**config.mk**
```make
export PLATFORM = sky130hd
export DESIGN_NAME = flash_cmd_ctrl
export DESIGN_NICKNAME = d
export VERILOG_FILES = /design/src/rtl/flash_cmd_ctrl.sv
export SDC_FILE = /design/constraint.sdc
export NUM_CORES = 1
export LEC_CHECK = 0
export BUFFER_PORTS_ARGS = -buffer_cell sky130_fd_sc_hd__clkbuf_2
export CORE_AREA = 8 8 90 100
export CTS_CLUSTER_SIZE = 16
export DETAILED_ROUTE_END_ITERATION = 7
export DIE_AREA = 0 0 98 108
export PLACE_DENSITY = 0.72
export SKIP_LAST_GASP = 1
export SLEW_MARGIN = 10
export SYNTH_ARGS = -nofsm -noshare
export SYNTH_HDL_FRONTEND = slang
export SYNTH_SLANG_ARGS = --single-unit
```
**constraint.sdc**
```tcl
create_clock -name clk -period 2.8 [get_ports clk]
set_input_delay 0.56 -clock clk [delete_from_list [all_inputs] [get_ports clk]]
set_output_delay 0.56 -clock clk [all_outputs]
set_load 0.05 [all_outputs]
```
**src/rtl/flash_cmd_ctrl.sv**
```systemverilog
`timescale 1ns/1ps
module flash_cmd_ctrl #(
  parameter int AW       = 16,
  parameter int DW       = 8,
  parameter int PW       = 6,
  parameter int PAGE_LSB = 10,
  parameter int KEY      = 2
) (
  input  logic          clk,
  input  logic          rst_n,
  input  logic          reg_wr,
  input  logic [1:0]    reg_addr,
  input  logic [7:0]    reg_wdata,
  output logic [7:0]    reg_rdata,
  input  logic          st_valid,
  input  logic [AW-1:0] st_addr,
  input  logic [DW-1:0] st_data,
  input  logic          irq_en,
  input  logic          dbg_en,
  input  logic          secure,
  input  logic          eng_en,
  input  logic          eng_busy,
  output logic          fl_start,
  output logic [1:0]    fl_op,
  output logic [AW-1:0] fl_addr,
  output logic [DW-1:0] fl_data,
  input  logic          fl_done
);
  localparam logic [1:0] OP_PAGE = 2'd1, OP_MASS = 2'd2, OP_PROG = 2'd3;
  localparam logic [3:0] KEYV = 4'(KEY);

  logic [7:0]    cmd_q;
  logic [PW-1:0] page_q;
  logic          page_arm, mass_en, pwe, defer_en;
  logic [3:0]    key_q;
  logic          active, pend, fired, eng_busy_q;
  logic [AW-1:0] pend_addr;
  logic [DW-1:0] pend_data;

  wire key_ok   = (key_q == KEYV);
  wire wr_cmd   = reg_wr && reg_addr == 2'd0;
  wire wr_page  = reg_wr && reg_addr == 2'd1;
  wire wr_ctl   = reg_wr && reg_addr == 2'd2;
  wire pg_er    = wr_cmd && reg_wdata == 8'h55 && key_ok && page_arm && !active;
  wire ms_er    = wr_cmd && reg_wdata == 8'hAA && key_ok && mass_en && dbg_en && !active;
  wire prog_req = st_valid && pwe && key_ok;
  wire to_buf   = prog_req && defer_en && eng_en;
  wire fell     = eng_busy_q && !eng_busy;
  wire rel      = pend && (fell || fired) && !active;
  wire imm      = prog_req && !to_buf && !active;
  wire do_er    = !rel && (pg_er || ms_er);
  wire do_pg    = !rel && !pg_er && !ms_er && imm;

  always_comb begin
    case (reg_addr)
      2'd0:    reg_rdata = cmd_q;
      2'd1:    reg_rdata = 8'(page_q);
      2'd2:    reg_rdata = {key_q, 1'b0, defer_en, pwe, mass_en};
      default: reg_rdata = {4'b0, key_ok && !secure, !secure, active, pend};
    endcase
  end

  always_ff @(posedge clk or negedge rst_n) begin
    if (!rst_n) begin
      cmd_q <= '0; page_q <= '0; page_arm <= 1'b0; mass_en <= 1'b0;
      pwe <= 1'b0; defer_en <= 1'b0; key_q <= '0;
      active <= 1'b0; pend <= 1'b0; fired <= 1'b0; eng_busy_q <= 1'b0;
      pend_addr <= '0; pend_data <= '0;
      fl_start <= 1'b0; fl_op <= '0; fl_addr <= '0; fl_data <= '0;
    end else begin
      eng_busy_q <= eng_busy;
      fl_start   <= rel || do_er || do_pg;
      if (wr_cmd) cmd_q <= reg_wdata;
      if (wr_page) begin page_q <= reg_wdata[PW-1:0]; page_arm <= 1'b1; end
      if (wr_ctl) begin
        mass_en  <= reg_wdata[0];
        defer_en <= reg_wdata[2];
        key_q    <= reg_wdata[7:4];
      end
      if (st_valid && pwe) pwe <= 1'b0;
      else if (wr_ctl && !irq_en) pwe <= reg_wdata[1];
      if (do_er) begin page_arm <= 1'b0; mass_en <= 1'b0; end
      if (fl_done) active <= 1'b0;
      if (rel || do_er || do_pg) active <= 1'b1;
      if (rel) begin
        fl_op <= OP_PROG; fl_addr <= pend_addr; fl_data <= pend_data;
        pend <= 1'b0; fired <= 1'b0;
      end else if (pg_er) begin
        fl_op <= OP_PAGE; fl_addr <= AW'(page_q) << PAGE_LSB; fl_data <= '1;
      end else if (ms_er) begin
        fl_op <= OP_MASS; fl_addr <= '0; fl_data <= '1;
      end else if (imm) begin
        fl_op <= OP_PROG; fl_addr <= st_addr; fl_data <= st_data;
      end
      if (pend && fell && active) fired <= 1'b1;
      if (to_buf && !pend) begin
        pend <= 1'b1; pend_addr <= st_addr; pend_data <= st_data;
      end
    end
  end

  assert_one_op_R11: assert property (@(posedge clk) disable iff (!rst_n)
    (active && !fl_done) |=> !fl_start);
  assert_busy_flag_R10: assert property (@(posedge clk) disable iff (!rst_n)
    fl_start |-> active);
  assert_erase_key_R5: assert property (@(posedge clk) disable iff (!rst_n)
    (fl_start && fl_op != OP_PROG) |-> $past(key_q) == KEYV);
  assert_mass_gate_R2: assert property (@(posedge clk) disable iff (!rst_n)
    (fl_start && fl_op == OP_MASS) |-> $past(mass_en && dbg_en));
  assert_page_spent_R4: assert property (@(posedge clk) disable iff (!rst_n)
    (fl_start && fl_op == OP_PAGE) |-> ($past(page_arm) && !page_arm));
  assert_pwe_lock_R7: assert property (@(posedge clk) disable iff (!rst_n)
    irq_en |=> !$rose(pwe));
  assert_hold_kept_R9: assert property (@(posedge clk) disable iff (!rst_n)
    (pend && st_valid && !rel) |=> (pend && $stable(pend_addr) && $stable(pend_data)));
endmodule

```
==> results.cfg, run 1 <==
[yosys]
synthCells = 283
ys_seq_elements = 77
synthesis.nets = 327
yosysUniqueCellTypes = 37
async_reset_ff_frac = 1.00
yosys_most_used_dff = dfrtp_1
ys_warn_count = 0
synth_area_per_cell_sq_um = 12.4
syn_area_sq_um = 3520
synth-edff-count = 0
seq_area_frac_synth = 0.547

[drt]
drtIter0Drc = 133
wl_mm = 8.08
drc = 0
wl_per_cell_um = 17.7
via_count = 2527
viasPerCell = 5.54
antenna_left = 0
firstDrtPassIters = 4

[place]
dp_hpwl_mm = 5.68
gp_congestion = 0.813
portBuffers = 78
placed_cells = 440

[clock_tree]
numCtsBuffers = 9
cts_num_sinks = 77
cts_tree = built
root_buffer = clkbuf_8
cts.path.max_buffers = 2
cts_hold_buf = 0
clk_latency_ps = 340
cts_resized = 0
path_clk_slew_ps = 80
cts_setup_buffers = 0
h-tree-depth = 3

[finish]
area_growth_pct = 18.6
nNetsFinal = 408
antennaDiodeCount = 0
seqCellArea_sq_um = 1930
fin_cells = 456
layout-drive-gt1-share = 0.436
num-fill-cells = 622
multi_input_area_sq_um = 1500
final_cell_mix = dfrtp_1 (77), clkbuf_2 (77), mux2_2 (49), nand2_1 (34), mux2i_1 (15)

[worst_setup_path]
crit_start = key_q[0]
reg2regPathDepth = 5
reg2reg_slack_ps = 370
critPathKind = reg2out
reg2reg_from = key_q[0]
crit_arrival_ps = 1980
required_ps = 2240
worst_setup_path_start_kind = register
crit_path_end_kind = output pin
r2r-end = fl_data[0]
cp_max_fo = 5

[sta]
fin_skew_ps = 9.66
max_slew.worst_pin.slew_ps = 950
slew_violations = 0
hold_viol_final = 0
fmax_mhz = 394
relSlewSlack = 0.367
rsz0062_at_grt = false
setup_viol = 0
setup-tns-final_ps = 0
min_period_over_period = 0.906
fin_crit_ps = 2540

[flow_run]
max_cap_viol_count = 0

[die]
io-pin-count = 79
core_area_sq_um = 7310
initial_utilization = 0.482
die_x_um = 98
fp-row-count = 33
die_y_um = 108
die-area_sq_um = 10600

[global_route]
grt_max_degree = 78
grt_pass1_wl_mm = 13.5
grt_usage = 0.159
antenna_found_initial = 0
overflow = 0
grt_pass1_vias = 2734

[min_path]
hold_path_class = in2async

[power]
vdd_drop_max_uv = 445
p_leak_nw = 2.15
power.density_nw_per_um2 = 908

[outcome]
outcome = completed
[worst max-delay path, cell delays in order (launching register included)]
cell      delay [ps]
dfrtp_1          400
or4b_4           580
nor2_1           100
mux2_2           150
a22o_1           130
clkbuf_2         270
[power by group]
part	switching (mW)	total [mW]	leakage, nW	internal [mW]
clock	0.390	0.760	0.0857	0.370
sequential	0.183	1.59	0.989	1.40
combinational	0.994	1.45	1.07	0.454
total	1.57	3.79	2.15	2.23
[worst max-delay path by stage]
| stage | cells past startpoint | to | slack, ps |
|---|---|---|---|
| after floorplan | 3 | reg_rdata[4] | 60 |
| after global placement | 5 | fl_data[2] | 430 |
| after detailed placement | 5 | fl_data[7] | 370 |
| after CTS | 5 | reg_rdata[3] | 240 |
| after global routing | 5 | reg_rdata[3] | 190 |
| final | 5 | reg_rdata[3] | 260 |
[kinds of logic (layout without fill, tap and decap cells)]
kind of cell | after synthesis | in the layout | share of synthesized area
AOI/OAI and AO/OA | 51 | 51 | 0.0998
buffers and inverters | 18 | 104 | 0.0263
DFF | 77 | 77 | 0.547
muxes | 70 | 70 | 0.231
and+or+nand+nor | 67 | 67 | 0.0956
[Yosys cell counts, types with 2 or more instances]
library cell / count / area (sq um)
inv_1: 2 / 7.51
nand4_1: 2 / 12.5
o22a_1: 6 / 52.6
nand2b_1: 2 / 12.5
nor2_1: 14 / 52.6
nor4bb_1: 4 / 40.0
mux2i_1: 15 / 150
mux2_4: 3 / 45.0
a21oi_1: 4 / 20.0
or4b_4: 2 / 27.5
buf_6: 2 / 22.5
buf_1: 2 / 7.51
clkbuf_1: 6 / 22.5
nand2_1: 34 / 128
o31ai_1: 10 / 75.1
o21ai_1: 3 / 15.0
a22o_1: 7 / 61.3
o21ai_0: 14 / 70.1
dfrtp_1: 77 / 1930
buf_2: 5 / 25.0
mux4_2: 3 / 67.6
mux2_2: 49 / 552
nor2b_1: 3 / 18.8
[flip-flops by register name, summed over array words and instances, names as in the netlist, 2 cells and up]
register	cells
fl_addr	16
pend_addr	16
cmd_q	8
fl_data	8
pend_data	8
page_q	6
key_q	4
fl_op	2
[through the flow]
step | total power [mW] | util | setup slack, ps | hold WS, ps | cell area (sq um)
after floorplan | 2.68 | - | 59.8 | 264 | 3520
after global routing | 3.99 | 0.572 | 187 | 358 | 4180
after global placement | 3.04 | 0.547 | 432 | 437 | 4000
after detailed placement | 3.07 | 0.547 | 367 | 445 | 4000
after CTS | 3.84 | 0.572 | 242 | 351 | 4180
final | 3.79 | 0.572 | 264 | 365 | 4180
[layer usage]
layer	share of wire	wire, um	track usage
met1	0.46	3700	0.199
met2	0.47	3770	0.256
met3	0.062	497	0.0540
met4	0.014	117	0.0479
met5	0	0	0
[layout make-up]
class                      count  area share
clock inverter                 3     0.00479
multi-input combinational    188       0.360
sequential                    77       0.461
tap                           87      0.0261
clock buffer                  13      0.0380
inverter                       2     0.00180
timing repair buffer          86       0.108
Note: power is estimated with default switching activity, not from simulation.
==> run 2: changes to the inputs <==
SETUP_SLACK_MARGIN = 0.5   (was default)
==> run 2 against run 1 <==
Flip-flop and latch count did not move. Clock skew up 1.1 ps. Global-route usage increased by 0.38 points. Wire length is 1.4% higher. Non-clock buffer count is 2 higher. Count of clock-buffer cells in the layout is 4 lower. Worst hold slack got worse by 25 ps. Setup slack gained 96 ps. Power rose by 2.5%.
==> results.cfg, run 2 (same netlist as run 1, synthesis figures left out) <==
[power]
power.density_nw_per_um2 = 918
vdd_drop_max_uv = 398
p_leak_nw = 2.18
total_power_mw = 3.89

[drt]
viasPerCell = 5.60
drc = 0
drtIter0Drc = 121
wl_mm = 8.19
via_count = 2564
antenna_left = 0
firstDrtPassIters = 4
wl_per_cell_um = 17.9

[finish]
final_cell_mix = dfrtp_1 (77), clkbuf_2 (76), mux2_2 (49), nand2_1 (34), mux2i_1 (15)
num-fill-cells = 624
largest_registers = fl_addr x16, pend_addr x16
area_growth_pct = 20.3
layout_commonest_cell = dfrtp_1
multi_input_area_sq_um = 1520
seqCellArea_sq_um = 1930
antennaDiodeCount = 0
nNetsFinal = 410
fin_util = 0.580
layout-drive-gt1-share = 0.458

[clock_tree]
cts_hold_buf = 0
cts_num_sinks = 77
cts_tree = built
numCtsBuffers = 9
clk_latency_ps = 360
path_clk_slew_ps = 80
root_buffer = clkbuf_8
h-tree-depth = 3
cts.path.max_buffers = 2

[global_route]
antenna_found_initial = 0
overflow = 0
grt_pass1_wl_mm = 13.7
grt_max_degree = 78
grt_pass1_vias = 2841
grt_usage = 0.163

[die]
fp-row-count = 33
io-pin-count = 79
initial_utilization = 0.482
die_x_um = 98
core_area_sq_um = 7310
die_y_um = 108
die-area_sq_um = 10600

[sta]
fin_crit_ps = 2440
max_slew.worst_pin.slew_ps = 958
setup_viol = 0
relSlewSlack = 0.361
setup-tns-final_ps = 0
slew_violations = 0
min_period_over_period = 0.871
fmax_mhz = 410
hold_viol_final = 0
fin_skew_ps = 10.8
setup_ws_ps = 360
rsz0062_at_grt = true

[min_path]
hold_path_class = in2reg
hold_path_depth = 1

[worst_setup_path]
critPathKind = reg2out
required_ps = 2240
reg2regPathDepth = 5
crit_arrival_ps = 1880
worst_setup_path_start_kind = register
crit_path_end_kind = output pin
cp_max_fo = 5

[place]
place_ws_ps = 380
gp_congestion = 0.862
dp_hpwl_mm = 5.85
portBuffers = 78

[outcome]
outcome = completed

[flow_run]
max_cap_viol_count = 0
[run 2: power by group]
group | total, mW | switching [mW] | internal (mW)
sequential | 1.59 | 0.182 | 1.40
combinational | 1.46 | 0.997 | 0.463
clock | 0.843 | 0.427 | 0.416
[run 2: repair_timing]
item	CTS	global route
buffers inserted	1	1
pin swaps	2	2
endpoints found under the setup margin	15	16
gates resized for setup	2	2
[run 2: path summary, 6_finish.rpt]
kind / from / end / slack (ps)
min reg2reg: pend_data[4] / fl_data[4] / 460
min in group asynchronous: rst_n / fl_addr[1] / 350
min: eng_busy / eng_busy_q / 340
max in group asynchronous: rst_n / fl_addr[14] / 1820
max: key_q[0] / reg_rdata[3] / 360
max reg2reg: key_q[0] / fl_data[7] / 420
[run 2: layout make-up]
class / instances / area share
tap: 87 / 0.0257
sequential: 77 / 0.455
multi-input combinational: 188 / 0.358
timing repair buffer: 88 / 0.113
clock inverter: 7 / 0.0174
clock buffer: 9 / 0.0292
inverter: 2 / 0.00177
[run 2: stage by stage]
stage | cell area, sq um | hold WS (ps) | instances
final | 4240 | 340 | 458
after global routing | 4240 | 347 | 458
after CTS | 4230 | 340 | 457
after detailed placement | 4010 | 447 | 440
after global placement | 4010 | 439 | 440
after floorplan | 3530 | 264 | 283
[run 2: metal layers]
metal,GRT usage,part of all wire,vias to the layer above
li1,-,-,1189
met1,0.190,0.43,1299
met2,0.272,0.49,63
met3,0.0476,0.060,13
met4,0.0780,0.021,0
met5,0,0,-
[run 2: worst max-delay path, cell delays in order (launching register included)]
cell and delay [ps]:
dfrtp_1 380, or4b_4 580, nor2_2 100, mux2_2 160, a22o_1 160, buf_8 150
